==> config.mk <==
export PLATFORM = sky130hd
export DESIGN_NAME = irq_aggregator
export DESIGN_NICKNAME = d
export VERILOG_FILES = /design/src/rtl/irq_agg_pkg.sv /design/src/rtl/irq_sync.sv /design/src/rtl/irq_regfile.sv /design/src/rtl/irq_capture.sv /design/src/rtl/irq_aggregator.sv
export SDC_FILE = /design/constraint.sdc
export NUM_CORES = 1
export LEC_CHECK = 0
export ABC_AREA = 1
export ABC_CLOCK_PERIOD_IN_PS = 1500
export BUFFER_PORTS_ARGS = -buffer_cell sky130_fd_sc_hd__buf_4
export CORE_MARGIN = 2
export CORE_UTILIZATION = 50
export CTS_BUF_LIST = sky130_fd_sc_hd__clkbuf_16
export CTS_CLUSTER_SIZE = 25
export DETAILED_ROUTE_END_ITERATION = 8
export PLACE_DENSITY = 0.72
export SYNTH_ARGS = -nofsm -noshare
export SYNTH_HDL_FRONTEND = slang
export SYNTH_SLANG_ARGS = --single-unit
==> constraint.sdc <==
create_clock -name clk -period 1.5 [get_ports clk]
set_input_delay 0.15 -clock clk [delete_from_list [all_inputs] [get_ports clk]]
set_output_delay 0.15 -clock clk [all_outputs]
set_load 0.02 [all_outputs]
==> src/rtl/irq_agg_pkg.sv <==
package irq_agg_pkg;
  // word index taken from address bits [4:2]
  typedef enum logic [2:0] {
    SEL_PEND = 3'd0,
    SEL_EN   = 3'd1,
    SEL_SET  = 3'd2,
    SEL_CLR  = 3'd3,
    SEL_POL  = 3'd4,
    SEL_MODE = 3'd5
  } reg_sel_e;

  localparam int SEL_LSB = 2;
  localparam int SEL_W   = 3;
endpackage

==> src/rtl/irq_sync.sv <==
module irq_sync #(
  parameter int W      = 32,
  parameter int STAGES = 2
) (
  input  logic         clk,
  input  logic         rst,
  input  logic [W-1:0] d,
  output logic [W-1:0] q
);
  logic [W-1:0] chain [STAGES];

  for (genvar s = 0; s < STAGES; s++) begin : g_stage
    if (s == 0) begin : g_first
      always_ff @(posedge clk) begin
        if (rst) chain[s] <= '0;
        else     chain[s] <= d;
      end
    end else begin : g_next
      always_ff @(posedge clk) begin
        if (rst) chain[s] <= '0;
        else     chain[s] <= chain[s-1];
      end
    end
  end

  assign q = chain[STAGES-1];
endmodule

==> src/rtl/irq_regfile.sv <==
module irq_regfile
  import irq_agg_pkg::*;
#(
  parameter int W      = 32,
  parameter int ADDR_W = 8
) (
  input  logic              clk,
  input  logic              rst,
  input  logic              wr,
  input  logic              rd,
  input  logic [ADDR_W-1:0] addr,
  input  logic [W-1:0]      wdata,
  input  logic [W-1:0]      pend,
  output logic [W-1:0]      en_q,
  output logic [W-1:0]      pol_q,
  output logic [W-1:0]      mode_q,
  output logic [W-1:0]      set_mask,
  output logic [W-1:0]      clr_mask,
  output logic [W-1:0]      rdata
);
  localparam int HI_LSB = SEL_LSB + SEL_W;

  logic     hit;
  reg_sel_e sel;
  logic [W-1:0] rd_val;

  assign hit = (addr[ADDR_W-1:HI_LSB] == '0) && (addr[SEL_LSB-1:0] == '0);
  assign sel = reg_sel_e'(addr[HI_LSB-1:SEL_LSB]);

  assign set_mask = (wr && hit && sel == SEL_SET) ? wdata : '0;
  assign clr_mask = (wr && hit && sel == SEL_CLR) ? wdata : '0;

  always_ff @(posedge clk) begin
    if (rst) begin
      en_q   <= '0;
      pol_q  <= '0;
      mode_q <= '0;
    end else if (wr && hit) begin
      case (sel)
        SEL_EN:   en_q   <= wdata;
        SEL_POL:  pol_q  <= wdata;
        SEL_MODE: mode_q <= wdata;
        default:  ;
      endcase
    end
  end

  always_comb begin
    case (sel)
      SEL_PEND: rd_val = pend;
      SEL_EN:   rd_val = en_q;
      SEL_POL:  rd_val = pol_q;
      SEL_MODE: rd_val = mode_q;
      default:  rd_val = '0;
    endcase
  end

  always_ff @(posedge clk) begin
    if (rst)     rdata <= '0;
    else if (rd) rdata <= hit ? rd_val : '0;
  end
endmodule

==> src/rtl/irq_capture.sv <==
module irq_capture #(
  parameter int W = 32
) (
  input  logic         clk,
  input  logic         rst,
  input  logic [W-1:0] line_s,
  input  logic [W-1:0] pol,
  input  logic [W-1:0] mode,
  input  logic [W-1:0] set_mask,
  input  logic [W-1:0] clr_mask,
  output logic [W-1:0] pend
);
  logic [W-1:0] prev;

  always_ff @(posedge clk) begin
    if (rst) prev <= '0;
    else     prev <= line_s;
  end

  for (genvar i = 0; i < W; i++) begin : g_line
    logic active, edge_hit, nxt;
    assign active   = pol[i] ? line_s[i] : ~line_s[i];
    assign edge_hit = pol[i] ? (line_s[i] & ~prev[i]) : (~line_s[i] & prev[i]);
    // set beats clear; a fresh edge beats clear
    assign nxt = mode[i] ? (edge_hit | set_mask[i] | (pend[i] & ~clr_mask[i]))
                         : (active | set_mask[i]);
    always_ff @(posedge clk) begin
      if (rst) pend[i] <= 1'b0;
      else     pend[i] <= nxt;
    end
  end
endmodule

==> src/rtl/irq_aggregator.sv <==
module irq_aggregator #(
  parameter int NUM_LINES   = 32,
  parameter int ADDR_W      = 8,
  parameter int SYNC_STAGES = 2
) (
  input  logic                 clk,
  input  logic                 rst,
  input  logic                 bus_wr,
  input  logic                 bus_rd,
  input  logic [ADDR_W-1:0]    bus_addr,
  input  logic [NUM_LINES-1:0] bus_wdata,
  output logic [NUM_LINES-1:0] bus_rdata,
  input  logic [NUM_LINES-1:0] irq_lines,
  output logic                 irq_out
);
  logic [NUM_LINES-1:0] line_s, pend_q, en_q, pol_q, mode_q, set_mask, clr_mask;

  irq_sync #(.W(NUM_LINES), .STAGES(SYNC_STAGES)) u_sync (
    .clk(clk), .rst(rst), .d(irq_lines), .q(line_s)
  );

  irq_regfile #(.W(NUM_LINES), .ADDR_W(ADDR_W)) u_regs (
    .clk(clk), .rst(rst), .wr(bus_wr), .rd(bus_rd), .addr(bus_addr),
    .wdata(bus_wdata), .pend(pend_q), .en_q(en_q), .pol_q(pol_q),
    .mode_q(mode_q), .set_mask(set_mask), .clr_mask(clr_mask), .rdata(bus_rdata)
  );

  irq_capture #(.W(NUM_LINES)) u_cap (
    .clk(clk), .rst(rst), .line_s(line_s), .pol(pol_q), .mode(mode_q),
    .set_mask(set_mask), .clr_mask(clr_mask), .pend(pend_q)
  );

  always_ff @(posedge clk) begin
    if (rst) irq_out <= 1'b0;
    else     irq_out <= |(pend_q & en_q);
  end
endmodule

## Word-level counts from Yosys, hierarchy flattened

Memories as Yosys holds them, arrays and structs flattened.
Cells that the tools add are included.

| word-level totals | value |
|---|---|
| register bits | 193 |
| memory bits (writable) | 64 |
| bits of input ports | 76 |
| memories kept | 1 |

| operators by class | value |
|---|---|
| eq/ne operators | 5 |
| muxes and demuxes | 105 |
| bitwise operators | 291 |
| reductions and logical operators | 11 |

Memory list:

| memory | words | bits a word | rd ports | clocked after memory_dff | wr ports | line | RTL |
|---|---|---|---|---|---|---|---|
| u_sync.chain | 2 | 32 | 2 | 0 | 2 | irq_sync.sv:10 | `logic [W-1:0] chain [STAGES];` |

Operators with widths:

| kind | count |
|---|---|
| two-way mux 32 bit | 5 |
| case mux 32 bit (4 select lines) | 1 |
| two-way mux 1 bit | 99 |
| bitwise OR 1 bit | 98 |
| AND 1 bit | 96 |
| NOT 1 bit | 96 |
| AND 32 bit | 1 |
| OR reduction 32 bit | 1 |
| == test 3 x 2 -> 1 bit, second input constant | 2 |
| == test 3 bit, second input constant | 2 |
| zero test 3 bit | 2 |
| AND reduction 2 bit | 3 |
| logical AND 1 bit | 4 |
| == test 3 x 1 -> 1 bit, second input constant | 1 |
| zero test 2 bit | 1 |

## Logic depth before layout (Yosys ltp)

Gate-level depths: netlist of run 1.

| depth | value |
|---|---|
| word-level depth | 9 |
| mapped depth | 9 |
| mapped depth without buffers | 8 |

## Cells and area by module

Synthesis of run 1 repeated with hierarchy kept, for this count alone.

| unflattened totals | value |
|---|---|
| cells, all modules | 1,812 |
| area, all modules | 11,746.3 µm² |

Modules (own cells, without submodules):

| module | instances | cells an instance | area each (µm²) | seq. area each (µm²) |
|---|---|---|---|---|
| irq_regfile | 1 | 998 | 6,381.1 | 2,562.5 |
| irq_capture | 1 | 551 | 3,266.9 | 1,281.2 |
| irq_sync | 1 | 199 | 1,840.5 | 1,281.2 |
| irq_aggregator | 1 | 64 | 257.7 | 20.0 |

## Worst setup path after synthesis of run 1

OpenSTA, ideal clock, no wires.

| timing path | value |
|---|---|
| path type | input to register |
| from | input bus_addr[7] |
| to | register u_cap.pend[2] |
| setup time | 0.071 ns |
| arrival | 1.135 ns |
| required time | 1.429 ns |
| slack | 0.295 ns |
| stages on the path | 9 |
| buffers on the path | 2 |
| cells stage by stage | nor2_1 > nand2_1 > nor2_2 > buf_2 > buf_1 > nand4_1 > nand2_1 > inv_1 > a21oi_1 |

| on the way | value |
|---|---|
| word-level cells in the longest chain between the ends | 9 |

Ends and longest elaborated chain:

| element | line | RTL |
|---|---|---|
| start, declared | irq_aggregator.sv:10 | `input logic [ADDR_W-1:0] bus_addr,` |
| zero test 3 bit * | irq_regfile.sv:27 | `assign hit = (addr[ADDR_W-1:HI_LSB] == '0) && (addr[SEL_LSB-1:0] == '0);` |
| logical AND 1 bit * | irq_regfile.sv:27 |  |
| logical AND 1 bit * | irq_regfile.sv:30, irq_regfile.sv:31 |  |
| logical AND 1 bit | irq_regfile.sv:31 | `assign clr_mask = (wr && hit && sel == SEL_CLR) ? wdata : '0;` |
| two-way mux 32 bit | irq_regfile.sv:31 |  |
| NOT 1 bit | irq_capture.sv:25 | `assign nxt = mode[i] ? (edge_hit \| set_mask[i] \| (pend[i] & ~clr_mask[i]))` |
| AND 1 bit | irq_capture.sv:25 |  |
| bitwise OR 1 bit | irq_capture.sv:25 |  |
| two-way mux 1 bit * | irq_capture.sv:25 |  |
| end signal, assigned by index | irq_capture.sv:29 | `else pend[i] <= nxt;` |
| end, declared | irq_capture.sv:11 | `output logic [W-1:0] pend` |

Mark *: on every way between the ends. The rest lies on a longest branch, timed or not.
A chain may end at the register's enable or synchronous reset.

## Worst setup path after layout of run 1

| timing path | value |
|---|---|
| from | register u_regs.rdata[0] |
| to | output bus_rdata[0] |

RTL lines:

| element | line | RTL |
|---|---|---|
| start, declared | irq_regfile.sv:19 | `output logic [W-1:0] rdata` |
| start signal, assigned | irq_regfile.sv:60 | `else if (rd) rdata <= hit ? rd_val : '0;` |
| end, declared | irq_aggregator.sv:12 | `output logic [NUM_LINES-1:0] bus_rdata,` |

No word-level cell between the ends.

==> results_dict.tcl, run 1 <==
set metrics [dict create \
    worst_slack_ns 0.225 \
    cp-start-kind "register" \
    synth-main-ff-cell "dfxtp_1" \
    path_clk_slew_ns 0.06 \
    cts_tree "built" \
    clock_path_buffers 3 \
    worstPathArrival_ns 1.13 \
    drv_cap 0 \
    io_buffers 108 \
    route.detailed.drc 0 \
    synth_nets 1720 \
    ys_seq_area_frac 0.468 \
    synth_simple_gate_area_frac 0.300 \
    worstHoldStart "rst" \
    worstReg2RegEnd "irq_out" \
    grt_max_degree 87 \
    multi_input_area_mm2 0.00462 \
    post-route-period-util 0.850 \
    holdPathEnd "u_cap.prev[14]" \
    wirelength_um 30400 \
    rows 54 \
    crit_chain "buf_4" \
    r2r-start "u_regs.en_q[14]" \
    synth_top_area_share 0.468 \
    drtAntennaViolNets 0 \
    power_leakage_nw 6.53 \
    synthAdderAreaFrac 0 \
    grt_pass1_wl_um 49400 \
    vias 10859 \
    root_buffer "clkbuf_16" \
    critPathMaxFanout 2 \
    final_util 0.634 \
    final_cells 2101 \
    core-area_mm2 0.0217 \
    die_w_um 152 \
    synthDistinctLibCells 18 \
    grt-ovfl-total 0 \
    synthXorXnorAreaFrac 0 \
    ir_drop_mv 0.855 \
    diodes 0 \
    yosysMostFrequentCell "nand2_1" \
    final_max_slew_viol_count 0 \
    wl_per_cell_um 14.5 \
    dpl.cell_count 1990 \
    status "finished clean" \
    die_area_mm2 0.0232 \
    finalSetupTns_ns 0 \
    worst_setup_path_end_kind "primary output" \
    max_slew.worst_pin.slew_ns 0.626 \
    critPathBufInv 1 \
    slowest_delay_ns 0.42 \
    cts_buffers 26 \
    fin_area_mm2 0.0138 \
    power.density_mw_per_mm2 1040 \
    grt_pass1_vias 10173 \
    cts_setup_buffers 0 \
    cts_sinks 257 \
    vias_per_cell 5.17 \
    synth_top_area_cell "dfxtp_1" \
    globalplace.congestion 0.805 \
    slowest_stage "dfxtp_1" \
    ys_top_cells_by_area "dfxtp_1 47%, nand2_1 11%, nor2_1 11%, inv_1 7.9%, o21ai_0 7.4%" \
    critPathKind "reg -> out" \
    syn_inst 1644 \
    cp_top_family "flip-flops" \
    initialDrtViolationCount 893 \
    cp.required_ns 1.35 \
    area_growth_pct 25.1 \
    io_pins 109 \
    rrSetupSlack_ns 0.31 \
    period_minus_slack_ns 1.28 \
    synth_top_family_by_area "simple AND/OR/NAND/NOR gates" \
    ff2ff_path_depth 6 \
    cts_max_level 1 \
    fin_hold_ws_ns 0.139 \
    finalPower_mw 14.3 \
    synth_edf_count 0 \
    regArea_mm2 0.00514 \
    insertion_delay_ns 0.53 \
    finalClockSkew_ns 0.0102 \
    fin_nets 1878 \
    avgSynthCellArea_um2 6.69 \
    synth-compound-area-share 0.118 \
    synth.area.mux_share 0 \
    drive_gt1_frac 0.111 \
    dpl_cell_area_mm2 0.0123 \
    die_y_um 152 \
    dr.pass1.iters 6 \
    nFillCells 1927 \
    setup_viol 0 \
    min_delay_path_depth 3 \
    finalHoldViolations 0 \
    syn_area_mm2 0.0110 \
    yosys-top-cells-count "335 x nand2_1, 328 x nor2_1, 257 x dfxtp_1, 231 x inv_1, 163 x o21ai_0" \
    place_ws_ns -0.0118 \
    max_freq_mhz 784 \
    ys_ff_latch 257 \
    cp.depth 1 \
    antenna_found_initial 0 \
    ys_warn_count 0 \
    start_util 0.507 \
    dp_hpwl_um 18900 \
    async_flop_share 0 \
    rsz0062_at_grt "false" \
    grt_usage 0.253 \
    worstHoldPathType "in -> reg" \
    slew_headroom 0.582 \
]
==> kinds of logic (layout without fill, tap and decap cells) <==
group | after synthesis | count (layout)
and+or+nand+nor | 804 | 804
buffers and inverters | 323 | 500
DFF | 257 | 257
AOI/OAI and AO/OA | 260 | 260
==> sequential cells by signal (all words and copies together) (netlist names) <==
| name | flops |
|---|---|
| irq_out | 1 |
| u_cap.pend | 32 |
| u_cap.prev | 32 |
| u_regs.en_q | 32 |
| u_regs.mode_q | 32 |
| u_regs.pol_q | 32 |
| u_regs.rdata | 32 |
| u_sync.chain | 64 |
==> power breakdown <==
| group | internal (mW) | switching [mW] |
|---|---|---|
| Sequential | 7.00 | 0.101 |
| Combinational | 0.427 | 0.571 |
| Clock | 3.57 | 2.62 |
| Total | 11.0 | 3.29 |
==> worst max-delay path by stage <==
| stage | startpoint | to | slack (ns) |
|---|---|---|---|
| after floorplan | bus_addr[7] | u_cap.pend[2] | 0.29 |
| after global placement | bus_addr[7] | u_regs.rdata[27] | 0.01 |
| after detailed placement | bus_addr[3] | u_regs.en_q[15] | -0.01 |
| after CTS | u_regs.rdata[0] | bus_rdata[0] | 0.24 |
| after global routing | u_cap.pend[14] | irq_out | 0.20 |
| final | u_regs.rdata[0] | bus_rdata[0] | 0.22 |
==> area by class of cell <==
cell class / instances / area share
tap: 280 / 0.0255
multi-input combinational: 1064 / 0.336
timing repair buffer: 218 / 0.142
clock buffer: 27 / 0.0491
sequential: 257 / 0.374
inverter: 235 / 0.0641
clock inverter: 20 / 0.00973
==> layout by cell type (no fill, tap or decap) <==
cell type and instances:
buf_12 12, nand4_1 66, clkbuf_16 27, nor2_2 7
dfxtp_1 257, buf_4 142, inv_2 5, clkinv_1 6
a21oi_1 68, nand3b_1 1, nor2_4 1, inv_1 237
bufinv_16 2, clkinv_2 5, nor3_4 2, dlygate4sd3_1 64
nand3_1 66, o21ai_1 29, nor3_1 1, o21ai_0 163
nand2_1 335, nor2_1 325
==> routing by layer <==
layer / vias to the layer above / GRT usage / wire [µm]
met1: 4966 / 0.341 / 13500
met2: 378 / 0.426 / 14200
li1: 5443 / - / -
met4: 0 / 0.0792 / 820
met3: 72 / 0.0330 / 1930
met5: - / 0 / 0
==> timing repair <==
item	4_1_cts	5_1_grt
hold buffers	64	0
endpoints found under the hold margin	157	0
gates resized for setup	0	0
Note: power is estimated with default switching activity, not from simulation.
==> run 2, diff against run 1 <==
--- a/config.mk
+++ b/config.mk
@@ -7,13 +7,13 @@
 export LEC_CHECK = 0
 export ABC_AREA = 1
 export ABC_CLOCK_PERIOD_IN_PS = 1500
-export BUFFER_PORTS_ARGS = -buffer_cell sky130_fd_sc_hd__buf_4
 export CORE_MARGIN = 2
 export CORE_UTILIZATION = 50
 export CTS_BUF_LIST = sky130_fd_sc_hd__clkbuf_16
 export CTS_CLUSTER_SIZE = 25
 export DETAILED_ROUTE_END_ITERATION = 8
-export PLACE_DENSITY = 0.72
+export DONT_BUFFER_PORTS = 1
+export PLACE_DENSITY = 0.68
 export SYNTH_ARGS = -nofsm -noshare
 export SYNTH_HDL_FRONTEND = slang
 export SYNTH_SLANG_ARGS = --single-unit
==> run 2 against run 1 <==
Against the previous run: the flow now finishes with violations (negative hold slack); critical path depth rose by 7; non-clock buffer count is 22 lower; sequential cell count unchanged; total power decreased by 0.20%; via count shrank 0.28%; design area rose by 0.69%; maximum frequency decreased by 11%; sequential power hardly changed; sequential share of layout area hardly changed; setup slack lost 0.16 ns; clock power up 2%; global-route usage is 1.2 points higher.
==> results_dict.tcl, run 2 (synthesis gave the netlist of run 1 again) <==
set metrics [dict create \
    status "finished with violations" \
    violations "negative hold slack" \
    final_cells 2080 \
    cp_top_family "buffers and inverters" \
    grt_pass1_wl_um 51300 \
    grt_max_degree 91 \
    finalHoldViolations 2 \
    die_w_um 152 \
    post-route-period-util 0.957 \
    cts_max_level 1 \
    area_growth_pct 26.0 \
    final_max_slew_viol_count 0 \
    die_y_um 152 \
    power.density_mw_per_mm2 1030 \
    critPathKind "reg -> reg" \
    globalplace.congestion 0.813 \
    io_buffers 0 \
    clock_path_buffers 3 \
    wirelength_um 31900 \
    root_buffer "clkbuf_16" \
    max_slew.worst_pin.slew_ns 0.680 \
    cts_sinks 257 \
    dp_hpwl_um 17300 \
    antenna_found_initial 0 \
    slew_headroom 0.546 \
    dpl.cell_count 1868 \
    wl_per_cell_um 15.3 \
    route.detailed.drc 0 \
    initialDrtViolationCount 987 \
    ir_drop_mv 0.862 \
    dr.pass1.iters 6 \
    finalClockSkew_ns 0.0126 \
    core-area_mm2 0.0217 \
    insertion_delay_ns 0.53 \
    grt_pass1_vias 10112 \
    critPathMaxFanout 4 \
    die_area_mm2 0.0232 \
    crit_chain "nor2_1 -> o21ai_0 -> nand2_1 -> inv_1 -> nand2_1 -> inv_1 -> a21oi_1 -> dlygate4sd3_1" \
    io_pins 109 \
    drv_cap 0 \
    period_minus_slack_ns 1.44 \
    setup_viol 0 \
    start_util 0.507 \
    vias 10829 \
    final_cell_mix "335 x nand2_1, 323 x nor2_1, 235 x inv_1" \
    slowest_delay_ns 0.54 \
    fin_hold_ws_ns -0.00804 \
    largest_register "u_sync.chain" \
    critPathBufInv 3 \
    drive_gt1_frac 0.0689 \
    cts_tree "built" \
    path_clk_slew_ns 0.06 \
    worst_setup_path_end_kind "register" \
    power_leakage_nw 6.47 \
    drtAntennaViolNets 0 \
    diodes 0 \
    largest_reg_flops 64 \
    final_common_cell "nand2_1" \
    max_freq_mhz 696 \
    rows 54 \
    fin_nets 1857 \
    cp.required_ns 1.93 \
    worstPathArrival_ns 1.86 \
    worstHoldPathType "in -> reg" \
    grt-ovfl-total 0 \
    grt_usage 0.266 \
    cts_buffers 27 \
    slowest_stage "dlygate4sd3_1" \
    cp-start-kind "register" \
    vias_per_cell 5.21 \
]
[run 2: stage by stage]
| step | util | TNS (ns) | power, mW | worst slack, ns | cell area, µm² |
|---|---|---|---|---|---|
| floorplan | - | 0 | 7.63 | 0.295 | 11000 |
| global route | 0.639 | -0.00768 | 14.7 | -0.00768 | 13900 |
| global placement | 0.522 | 0 | 7.69 | 0.104 | 11300 |
| finish | 0.639 | 0 | 14.3 | 0.0641 | 13900 |
| CTS | 0.631 | 0 | 14.3 | 0.0103 | 13700 |
| detailed placement | 0.522 | 0 | 7.70 | 0.0594 | 11300 |
[run 2: worst reg2reg max path, stage by stage, from the launching register on]
cell and delay (ns):
dfxtp_1 0.40, nor2_1 0.06, o21ai_0 0.07, nand2_1 0.07, inv_1 0.05, nand2_1 0.05
inv_1 0.05, a21oi_1 0.05, dlygate4sd3_1 0.54
[run 2: area by class of cell]
cell class,count,area [µm²]
Clock inverter,21,151
Inverter,235,882
Clock buffer,27,676
Fill cell,1870,7840
Timing Repair Buffer,196,1970
Sequential cell,257,5180
Multi-Input combinational cell,1064,4640
Tap cell,280,350
[run 2: report_power, final]
| part | internal, mW | switching [mW] |
|---|---|---|
| clock | 3.60 | 2.73 |
| sequential | 7.00 | 0.107 |
| combinational | 0.357 | 0.466 |
| total | 10.9 | 3.30 |
[run 2: repair_timing]
item	CTS	global route
gates resized for setup	0	59
hold buffers	152	12
hold endpoints to repair	257	6
setup endpoints to repair	0	32
buffers inserted	0	5
[run 2: metal layers]
metal	routed length, µm	global-route usage	vias up
met5	0	0	-
met4	894	0.0717	0
met3	2750	0.0449	80
met2	14700	0.449	413
met1	13500	0.353	4927
li1	-	-	5409
[run 2: path summary, 6_finish.rpt]
check	start	to	slack [ns]	cells past startpoint
max reg2reg	u_regs.pol_q[4]	u_cap.pend[4]	0.06	8
min reg2reg	u_sync.chain[0][23]	u_sync.chain[1][23]	0.40	2
min	rst	u_regs.rdata[11]	-0.008	2
max	u_regs.pol_q[4]	u_cap.pend[4]	0.06	8
